===== config.mk =====
export PLATFORM = sky130hd
export DESIGN_NAME = desc_poll_sched
export DESIGN_NICKNAME = d
export VERILOG_FILES = /design/src/rtl/dps_pkg.sv /design/src/rtl/dps_interval.sv /design/src/rtl/dps_trigger.sv /design/src/rtl/dps_sequencer.sv /design/src/rtl/desc_poll_sched.sv
export SDC_FILE = /design/constraint.sdc
export NUM_CORES = 1
export LEC_CHECK = 0
export BUFFER_PORTS_ARGS = -buffer_cell sky130_fd_sc_hd__buf_2
export CAP_MARGIN = 5
export CORE_UTILIZATION = 44
export DETAILED_ROUTE_END_ITERATION = 10
export PLACE_DENSITY_LB_ADDON = 0.15
export SLEW_MARGIN = 10
export SYNTH_ARGS = -nofsm -noshare
export SYNTH_HDL_FRONTEND = slang
export SYNTH_HIERARCHICAL = 1
export SYNTH_SLANG_ARGS = --single-unit

===== constraint.sdc =====
create_clock -name clk -period 4.4 [get_ports clk]
set_input_delay 1.32 -clock clk [delete_from_list [all_inputs] [get_ports clk]]
set_output_delay 1.32 -clock clk [all_outputs]
set_load 0.02 [all_outputs]

===== src/rtl/dps_pkg.sv =====
// Package: shared types for the descriptor ring poll scheduler.
// Assumes nothing beyond IEEE 1800-2017 synthesizable types.
package dps_pkg;

    // Sequencer states: counting the interval, or serving a poll request.
    typedef enum logic [1:0] {
        ST_COUNT = 2'd0,
        ST_RX    = 2'd1,
        ST_TX    = 2'd2
    } seq_state_t;

endpackage


===== src/rtl/dps_interval.sv =====
// Module: dps_interval
// Holds the writable poll interval and the down-counter that measures it.
// The counter runs only while count_en is high. It raises tick on the last
// counting cycle and reloads whenever reload is high. A stored interval of 0
// stands for 2^CNT_W cycles. Assumes reload is asserted on tick by the caller.
module dps_interval #(
    parameter int CNT_W = 16
) (
    input  logic             clk,
    input  logic             rst_n,
    input  logic             ivl_wr,
    input  logic [CNT_W-1:0] ivl_wdata,
    input  logic             count_en,
    input  logic             reload,
    output logic             tick
);
    localparam int CW = CNT_W + 1;
    localparam logic [CW-1:0] FULL = {1'b1, {CNT_W{1'b0}}};
    localparam logic [CW-1:0] ONE  = {{CNT_W{1'b0}}, 1'b1};

    logic [CNT_W-1:0] ivl_q;
    logic [CW-1:0]    cnt_q;
    logic [CW-1:0]    reload_val;

    // Interval register: host-written, cleared by reset (meaning full range).
    always_ff @(posedge clk) begin
        if (!rst_n)
            ivl_q <= '0;
        else if (ivl_wr)
            ivl_q <= ivl_wdata;
    end

    // Map the stored value to a cycle count, 0 selecting the maximum.
    always_comb begin
        reload_val = (ivl_q == '0) ? FULL : {1'b0, ivl_q};
    end

    // Expiry is the last counting cycle of the interval.
    always_comb begin
        tick = count_en && (cnt_q == ONE);
    end

    // Down-counter: reload on request, otherwise count while enabled.
    always_ff @(posedge clk) begin
        if (!rst_n)
            cnt_q <= FULL;
        else if (reload)
            cnt_q <= reload_val;
        else if (count_en)
            cnt_q <= cnt_q - ONE;
    end

    // The counter never reaches zero, so an expiry is never skipped.
    assert_cnt_nonzero_R2: assert property (@(posedge clk) disable iff (!rst_n)
        cnt_q != '0);

    // A counting cycle with no reload always moves the counter down by one.
    assert_cnt_steps_R2: assert property (@(posedge clk) disable iff (!rst_n)
        (count_en && !reload) |=> (cnt_q == $past(cnt_q) - ONE));

endmodule


===== src/rtl/dps_trigger.sv =====
// Module: dps_trigger
// Gathers the three poll sources (interval expiry, frame events, host
// demand) and works out which polls a new sequence needs. Events and
// demands that arrive while not idle are latched until the next idle cycle.
// Assumes idle is high only while the sequencer counts and the engine is free.
module dps_trigger (
    input  logic clk,
    input  logic rst_n,
    input  logic idle,
    input  logic tick,
    input  logic rx_en,
    input  logic tx_en,
    input  logic tx_poll_off,
    input  logic rx_cur_own,
    input  logic rx_nxt_own,
    input  logic rx_ring_multi,
    input  logic tx_cur_own,
    input  logic rx_frame_done,
    input  logic tx_frame_done,
    input  logic tx_demand,
    output logic launch,
    output logic go_rx,
    output logic go_tx,
    output logic dem_hit
);
    logic dem_pend_q;
    logic evt_pend_q;
    logic dem_now;
    logic evt_now;
    logic fire;
    logic rx_timed;
    logic rx_demand;
    logic tx_auto;
    logic tx_forced;

    // Merge live strobes with latched ones.
    always_comb begin
        dem_now = dem_pend_q || tx_demand;
        evt_now = evt_pend_q || rx_frame_done || tx_frame_done;
    end

    // Ownership-based conditions for each kind of poll.
    always_comb begin
        rx_timed  = rx_en && (!rx_cur_own || (!rx_nxt_own && rx_ring_multi));
        rx_demand = rx_en && !rx_cur_own;
        tx_auto   = tx_en && !tx_poll_off && !tx_cur_own;
        tx_forced = tx_en && !tx_cur_own;
    end

    // Decide, on an idle cycle, which polls the sequence must carry.
    always_comb begin
        fire    = idle && (tick || dem_now || evt_now);
        go_rx   = idle && ((tick && rx_timed) || (dem_now && rx_demand));
        go_tx   = idle && (((tick || evt_now) && tx_auto) || (dem_now && tx_forced));
        launch  = fire && (go_rx || go_tx);
        dem_hit = idle && dem_now;
    end

    // Pending latches: set by strobes, cleared when an idle cycle consumes them.
    always_ff @(posedge clk) begin
        if (!rst_n) begin
            dem_pend_q <= 1'b0;
            evt_pend_q <= 1'b0;
        end else if (fire) begin
            dem_pend_q <= 1'b0;
            evt_pend_q <= 1'b0;
        end else begin
            dem_pend_q <= dem_pend_q || tx_demand;
            evt_pend_q <= evt_pend_q || rx_frame_done || tx_frame_done;
        end
    end

    // A demand that is waiting is dropped only by an idle cycle.
    assert_dem_kept_R10: assert property (@(posedge clk) disable iff (!rst_n)
        (dem_pend_q && !idle) |=> dem_pend_q);

endmodule


===== src/rtl/dps_sequencer.sv =====
// Module: dps_sequencer
// Runs a poll sequence: an optional receive request followed by an optional
// transmit request. Each is held until a done pulse. It reports idle
// (counting state, engine free) and the end of each sequence.
// Assumes poll_done is only pulsed while a request is outstanding.
module dps_sequencer
    import dps_pkg::*;
(
    input  logic clk,
    input  logic rst_n,
    input  logic engine_busy,
    input  logic rx_en,
    input  logic launch,
    input  logic go_rx,
    input  logic go_tx,
    input  logic poll_done,
    output logic idle,
    output logic seq_end,
    output logic poll_req,
    output logic poll_is_tx
);
    seq_state_t state_q;
    logic       tx_next_q;

    // Idle means counting with the engine free.
    always_comb begin
        idle = (state_q == ST_COUNT) && !engine_busy;
    end

    // Sequence completes on done of its last request.
    always_comb begin
        seq_end = poll_done &&
                  ((state_q == ST_TX) || ((state_q == ST_RX) && !tx_next_q));
    end

    // Request outputs follow the state directly.
    always_comb begin
        poll_req   = (state_q != ST_COUNT);
        poll_is_tx = (state_q == ST_TX);
    end

    // State machine: launch into RX or TX, step RX to TX, return to counting.
    always_ff @(posedge clk) begin
        if (!rst_n) begin
            state_q   <= ST_COUNT;
            tx_next_q <= 1'b0;
        end else begin
            case (state_q)
                ST_COUNT: begin
                    if (launch) begin
                        state_q   <= go_rx ? ST_RX : ST_TX;
                        tx_next_q <= go_rx && go_tx;
                    end
                end
                ST_RX: begin
                    if (poll_done) begin
                        state_q   <= tx_next_q ? ST_TX : ST_COUNT;
                        tx_next_q <= 1'b0;
                    end
                end
                ST_TX: begin
                    if (poll_done)
                        state_q <= ST_COUNT;
                end
                default: state_q <= ST_COUNT;
            endcase
        end
    end

    // Request and its direction stay put until done arrives.
    assert_req_held_R11: assert property (@(posedge clk) disable iff (!rst_n)
        (poll_req && !poll_done) |=> (poll_req && $stable(poll_is_tx)));

    // A fresh receive request only follows a cycle with receive enabled.
    assert_no_rx_off_R5: assert property (@(posedge clk) disable iff (!rst_n)
        (poll_req && !poll_is_tx && !$past(poll_req)) |-> $past(rx_en));

    // Nothing is launched while the engine is busy.
    assert_busy_holds_R10: assert property (@(posedge clk) disable iff (!rst_n)
        (engine_busy && !poll_req) |=> !poll_req);

    // Receive done with a transmit queued moves straight to the transmit request.
    assert_rx_then_tx_R8: assert property (@(posedge clk) disable iff (!rst_n)
        (poll_req && !poll_is_tx && poll_done && tx_next_q) |=> (poll_req && poll_is_tx));

endmodule


===== src/rtl/desc_poll_sched.sv =====
// Module: desc_poll_sched (top)
// Descriptor ring poll scheduler: interval timer, trigger evaluation and
// request sequencer. Assumes poll_done is a single-cycle pulse answering the
// outstanding request, and that all inputs are synchronous to clk.
module desc_poll_sched #(
    parameter int CNT_W = 16
) (
    input  logic             clk,
    input  logic             rst_n,
    input  logic             ivl_wr,
    input  logic [CNT_W-1:0] ivl_wdata,
    input  logic             rx_en,
    input  logic             tx_en,
    input  logic             tx_poll_off,
    input  logic             rx_cur_own,
    input  logic             rx_nxt_own,
    input  logic             rx_ring_multi,
    input  logic             tx_cur_own,
    input  logic             rx_frame_done,
    input  logic             tx_frame_done,
    input  logic             tx_demand,
    input  logic             engine_busy,
    output logic             poll_req,
    output logic             poll_is_tx,
    input  logic             poll_done
);
    logic idle;
    logic tick;
    logic launch;
    logic go_rx;
    logic go_tx;
    logic dem_hit;
    logic seq_end;
    logic reload;

    // Restart the interval on expiry, demand, launch or end of a sequence.
    always_comb begin
        reload = tick || dem_hit || launch || seq_end;
    end

    dps_interval #(.CNT_W(CNT_W)) u_interval (
        .clk       (clk),
        .rst_n     (rst_n),
        .ivl_wr    (ivl_wr),
        .ivl_wdata (ivl_wdata),
        .count_en  (idle),
        .reload    (reload),
        .tick      (tick)
    );

    dps_trigger u_trigger (
        .clk           (clk),
        .rst_n         (rst_n),
        .idle          (idle),
        .tick          (tick),
        .rx_en         (rx_en),
        .tx_en         (tx_en),
        .tx_poll_off   (tx_poll_off),
        .rx_cur_own    (rx_cur_own),
        .rx_nxt_own    (rx_nxt_own),
        .rx_ring_multi (rx_ring_multi),
        .tx_cur_own    (tx_cur_own),
        .rx_frame_done (rx_frame_done),
        .tx_frame_done (tx_frame_done),
        .tx_demand     (tx_demand),
        .launch        (launch),
        .go_rx         (go_rx),
        .go_tx         (go_tx),
        .dem_hit       (dem_hit)
    );

    dps_sequencer u_sequencer (
        .clk         (clk),
        .rst_n       (rst_n),
        .engine_busy (engine_busy),
        .rx_en       (rx_en),
        .launch      (launch),
        .go_rx       (go_rx),
        .go_tx       (go_tx),
        .poll_done   (poll_done),
        .idle        (idle),
        .seq_end     (seq_end),
        .poll_req    (poll_req),
        .poll_is_tx  (poll_is_tx)
    );

endmodule


Word-level counts from Yosys, hierarchy flattened --
Cells that the tools add are included.
Storage, ports and cells: register bits 38, output and inout port bits 2, logic and storage cells 74
Cells by class: add/sub/neg operators 1, equal/unequal tests 6, multiplexer cells 12, bitwise gates (word level) 1, reduce and logical (&&, ||, !) cells 48
Operators by type and width (number):
- 17-bit 2-to-1 mux | 3
- 1-bit logical AND | 20
- 17-bit by 1-bit == test with 1-bit output, second input constant | 1
- 17-bit by 1-bit subtractor with 17-bit output, second input constant | 1
- 16-bit logical NOT | 1
- 1-bit logical OR | 14
- 2-bit 2-to-1 mux | 5
- 1-bit logical NOT | 6
- 2-bit one-hot mux with 3 select lines | 1
- 3-bit AND reduction | 2
- 2-bit nonzero test | 3
- 2-bit != test, second input constant | 2
- 2-bit by 1-bit == test with 1-bit output, second input constant | 1
- 2-bit == test, second input constant | 1
- 2-bit logical NOT | 1
- 1-bit 2-to-1 mux | 2
- 2-bit by 1-bit != test with 1-bit output, second input constant | 1
- 1-bit one-hot mux with 2 select lines | 1
- 2-bit OR reduction | 1
- 1-bit inverter | 1

Longest topological paths before layout --
depth in word-level cells 12, depth in mapped cells 12

Cells and area by module --
Netlist, hierarchy kept.
Modules (own cells, without submodules):
- dps_interval | instances 1, cells each 166, area each 1566.5 sq um, sequential area each 660.6 sq um
- dps_sequencer | instances 1, cells each 20, area each 182.7 sq um, sequential area each 60.1 sq um
- dps_trigger | instances 1, cells each 20, area each 150.1 sq um, sequential area each 40.0 sq um
- desc_poll_sched | instances 1, cells each 1, area each 7.5 sq um, sequential area each 0.0 sq um

Least setup slack after synthesis --
OpenSTA, ideal clock, no wires.
path type input to register, start point input engine_busy, end point register u_interval.cnt_q[10], library setup time 0.132 ns, arrival 3.478 ns, required time 4.268 ns, setup slack 0.790 ns, stages on the path 11, path buffers 1, cells stage by stage nor2_1 nand2_1 nor4_1 inv_1 a221o_1 a211oi_2 or4_1 inv_1 clkbuf_1 o21ai_0 a21oi_1
Between the ends: word-level cells in the longest chain between the ends 12
Ends and longest elaborated chain:
- from (decl) | RTL line desc_poll_sched.sv:22 | input logic engine_busy,
- 1-bit logical NOT (*) | RTL line dps_sequencer.sv:27 | idle = (state_q == ST_COUNT) && !engine_busy;
- 1-bit logical AND (*) | RTL line dps_sequencer.sv:27
- 1-bit logical AND (*) | RTL line dps_interval.sv:40 | tick = count_en && (cnt_q == ONE);
- net tick | RTL line desc_poll_sched.sv:28 | logic tick;
- 1-bit logical OR | RTL line dps_trigger.sv:54 | go_tx = idle && (((tick || evt_now) && tx_auto) || (dem_now && tx_forced));
- 1-bit logical AND | RTL line dps_trigger.sv:54
- 1-bit logical OR | RTL line dps_trigger.sv:54
- 1-bit logical AND | RTL line dps_trigger.sv:54
- 1-bit logical OR | RTL line dps_trigger.sv:55 | launch = fire && (go_rx || go_tx);
- 1-bit logical AND (*) | RTL line dps_trigger.sv:55
- net launch | RTL line desc_poll_sched.sv:29 | logic launch;
- 1-bit logical OR (*) (2 in a row) | RTL line desc_poll_sched.sv:38 | reload = tick || dem_hit || launch || seq_end;
- net reload | RTL line desc_poll_sched.sv:34 | logic reload;
- 17-bit 2-to-1 mux / 2-bit nonzero test (equally long branches)
- to (signal assigned) | RTL line dps_interval.sv:48 | cnt_q <= reload_val;
- to (signal assigned) | RTL line dps_interval.sv:50 | cnt_q <= cnt_q - ONE;
- to (decl) | RTL line dps_interval.sv:22 | logic [CW-1:0] cnt_q;
Mark *: on every way through the listed nets, which the timed path passes. The rest lies on a longest branch. A chain may end at the register's enable or synchronous reset.

Final worst setup path --
start point input engine_busy, end point register u_interval.cnt_q[13]
Between the ends: word-level cells in the longest chain between the ends 12
Ends and longest elaborated chain:
- 1-bit logical NOT (*) | RTL line dps_sequencer.sv:27
- 1-bit logical AND (*) | RTL line dps_sequencer.sv:27
- net idle | RTL line desc_poll_sched.sv:27 | logic idle;
- 1-bit logical AND (*) | RTL line dps_interval.sv:40
- net tick | RTL line desc_poll_sched.sv:28
- 1-bit logical OR | RTL line dps_trigger.sv:54
- 1-bit logical AND | RTL line dps_trigger.sv:54
- 1-bit logical OR | RTL line dps_trigger.sv:54
- 1-bit logical AND | RTL line dps_trigger.sv:54
- 1-bit logical OR | RTL line dps_trigger.sv:55
- 1-bit logical AND (*) | RTL line dps_trigger.sv:55
- net launch | RTL line desc_poll_sched.sv:29
- 1-bit logical OR (*) (2 in a row) | RTL line desc_poll_sched.sv:38
- net reload | RTL line desc_poll_sched.sv:34
- 17-bit 2-to-1 mux / 2-bit nonzero test (equally long branches)
Marked as above.

==> impl_metrics.py <==
metrics = {
    "drt": {
        "via_count": 1573,
        "wl_um": 3860,
        "drtIter0Drc": 72,
        "drc": 0,
        "wire_per_inst_um": 13.3,
        "vias_per_cell": 5.42,
        "antenna_left": 0,
        "dr.pass1.iters": 4,
    },
    "die": {
        "std_cell_rows": 23,
        "fp.dieH_um": 67.8,
        "die_w_um": 67.8,
        "core-area_mm2": 0.00409,
        "dieArea_mm2": 0.00460,
        "ios": 33,
        "start_util_pct": 46.7,
    },
    "global_route": {
        "grt_pass1_vias": 1372,
        "antenna_found_initial": 0,
        "grt_max_degree": 39,
        "grt_usage_pct": 18.3,
        "grt_overflow": 0,
        "grt_pass1_wl_um": 6330,
    },
    "hold_path": {
        "hold_path.class": "flip-flop to flip-flop",
    },
    "cts": {
        "cts_max_path_buffers": 2,
        "cts_sinks": 38,
        "path_clk_slew_ns": 0.08,
        "ctsHoldBuffers": 0,
        "clkLatencyLatePin_ns": 0.29,
        "cts_tree": "yes",
        "numCtsBuffers": 5,
        "root_buffer": "clkbuf_8",
        "cts_max_level": 2,
        "cts-resized-gates": 0,
        "post_cts_buffers": 0,
    },
    "power": {
        "p_leak_nw": 0.907,
        "power_uw": 821,
        "power_density_mw_per_mm2": 374,
        "peakVddDrop_mv": 0.232,
    },
    "logic_synthesis": {
        "synth_area_per_cell_um2": 9.21,
        "async_flop_share_pct": 0,
        "synth-main-ff-cell": "dfxtp_1",
        "ys_seq_elements": 38,
        "syn_area_mm2": 0.00191,
        "synth_edf_count": 0,
        "post_synth_num_cell_types": 47,
        "yosys_warnings": 6,
        "synthesis.nets": 240,
        "synth_seq_area_share_pct": 39.9,
        "syn_inst": 207,
    },
    "worst_setup_path": {
        "worstPathArrival_ns": 3.86,
        "cp-end-kind": "flip-flop",
        "cp-start-kind": "input pin",
        "criticalPathCategory": "input pin to flip-flop",
        "timing.rr.start": "u_interval/cnt_q[5]",
        "crit_start": "engine_busy",
        "r2r_cells": 10,
        "endpoint": "u_interval/cnt_q[13]",
        "crit_required_ns": 4.54,
        "crit_path_max_fanout": 24,
        "ff2ff_setup_slack_ns": 0.94,
        "r2r-end": "u_interval/cnt_q[13]",
    },
    "timing": {
        "final_max_slew_viol_count": 0,
        "final.min_clock_period_ns": 3.72,
        "rsz0062_at_grt": "no",
        "hold_viol": 0,
        "timing.final.crit_share_pct": 84.6,
        "slew_headroom_pct": 54.8,
        "skew_ns": 0.00527,
        "worstMarginPinSlew_ns": 0.672,
        "timing.fmax_mhz": 268,
        "finalSetupViolations": 0,
        "fin_setup_tns_ns": 0,
    },
    "finish": {
        "diodes": 0,
        "nets": 273,
        "stdcell_area_mm2": 0.00219,
        "nFillCells": 385,
        "area_growth_pct": 15.0,
        "final_util_pct": 53.7,
        "drive_gt1_share_pct": 20.4,
    },
    "placement": {
        "place.gp.congestion": 0.748,
        "post-dp-hpwl_um": 2810,
        "placed_area_mm2": 0.00211,
        "io_buffers": 32,
    },
    "outcome": {
        "status": "complete, no violations",
    },
    "flow_run": {
        "cap_violations": 0,
    },
}
## state kept, by name, summed over array words and instances, names as in the netlist
name                   flops
u_interval/cnt_q          17
u_interval/ivl_q          16
u_sequencer/state_q        2
u_sequencer/tx_next_q      1
u_trigger/dem_pend_q       1
u_trigger/evt_pend_q       1
## cells in the final DEF (no fill, tap or decap), types with 3 or more instances in the layout
cell type,Yosys,final
nor4_1,6,6
xnor2_1,4,4
o31ai_1,3,3
inv_1,6,6
o211a_1,3,3
nor3b_1,3,3
or4_1,3,3
nor2b_1,19,19
buf_2,1,32
a21oi_1,9,9
nand3_1,4,4
o21ai_0,13,13
nand2b_1,4,4
nand2_1,16,16
nor2_1,8,8
clkbuf_8,0,5
mux2i_1,17,17
xor2_1,9,9
dfxtp_1,38,38
## layout make-up
type | instances | area, um2 | area share, %
multi-input combinational | 156 | 1100 | 50.0
sequential | 38 | 761 | 34.7
timing repair buffer | 33 | 168 | 7.64
clock buffer | 5 | 68.8 | 3.14
tap | 50 | 62.6 | 2.85
inverter | 6 | 22.5 | 1.03
clock inverter | 2 | 15.0 | 0.685
## worst min path at each step
stage	from	endpoint	slack, ns	cells after the start
floorplan	u_interval/ivl_q[3]	u_interval/cnt_q[3]	0.45	2
CTS	u_interval/ivl_q[3]	u_interval/cnt_q[3]	0.50	2
global placement	u_interval/ivl_q[3]	u_interval/cnt_q[3]	0.49	2
finish	u_interval/ivl_q[3]	u_interval/cnt_q[3]	0.50	2
global route	u_interval/ivl_q[3]	u_interval/cnt_q[3]	0.52	2
detailed placement	u_interval/ivl_q[3]	u_interval/cnt_q[3]	0.49	2
## stage by stage
| step | hold WS [ns] | worst slack [ns] | instances |
|---|---|---|---|
| after global routing | 0.517 | 0.423 | 290 |
| final | 0.495 | 0.676 | 290 |
| after CTS | 0.499 | 0.711 | 290 |
| after global placement | 0.487 | 0.651 | 283 |
| after floorplan | 0.447 | 0.790 | 207 |
| after detailed placement | 0.486 | 0.410 | 283 |
## power breakdown
group / switching (mW) / total [mW] / internal, mW
Sequential: 0.0343 / 0.410 / 0.376
Clock: 0.124 / 0.233 / 0.108
Combinational: 0.0948 / 0.178 / 0.0828
## synth_stat cells, types with 2 or more instances
master / n / area [um2]
nand4_1: 2 / 12.5
o211a_1: 3 / 30.0
nor2b_1: 19 / 119
clkbuf_1: 6 / 22.5
or3_1: 2 / 12.5
dfxtp_1: 38 / 761
xnor2_1: 4 / 35.0
nand2_1: 16 / 60.1
ha_1: 2 / 25.0
nor2_1: 8 / 30.0
o21ai_0: 13 / 65.1
xor2_1: 9 / 78.8
o31ai_1: 3 / 22.5
mux2i_1: 17 / 170
nand2b_1: 4 / 25.0
nor4_1: 6 / 37.5
a21oi_1: 9 / 45.0
or4_1: 3 / 22.5
inv_1: 6 / 22.5
a41oi_1: 2 / 17.5
a31oi_1: 2 / 12.5
o21a_1: 2 / 15.0
nor3_1: 2 / 10.0
nor3b_1: 3 / 22.5
nand3_1: 4 / 20.0
## cells by family (layout without fill, tap and decap cells)
logic type,count (synthesis),in the layout,share of synthesized area [%]
xor+xnor,13,13,5.97
compound gates,40,40,13.7
simple gates,83,83,27.0
flops,38,38,39.9
mux,18,18,9.51
fa+ha+maj,2,2,1.31
buf+inv,13,46,2.62
## worst max-delay path, cell delays in order
cell and delay, ns:
buf_2 0.09, nor2_1 0.13, nand2_1 0.07, nor4_1 0.48, inv_1 0.09, a221o_1 0.37
a211oi_2 0.28, or4_1 0.30, inv_1 0.36, o21ai_0 0.31, a31oi_1 0.06
## layer usage
layer | up-vias | global-route usage [%] | wire (um)
met3 | 5 | 3.50 | 185
met4 | 0 | 7.03 | 40
li1 | 814 | - | -
met1 | 720 | 26.0 | 2020
met5 | - | 0 | 0
met2 | 34 | 27.2 | 1610
(Power assumes the default switching activity.)
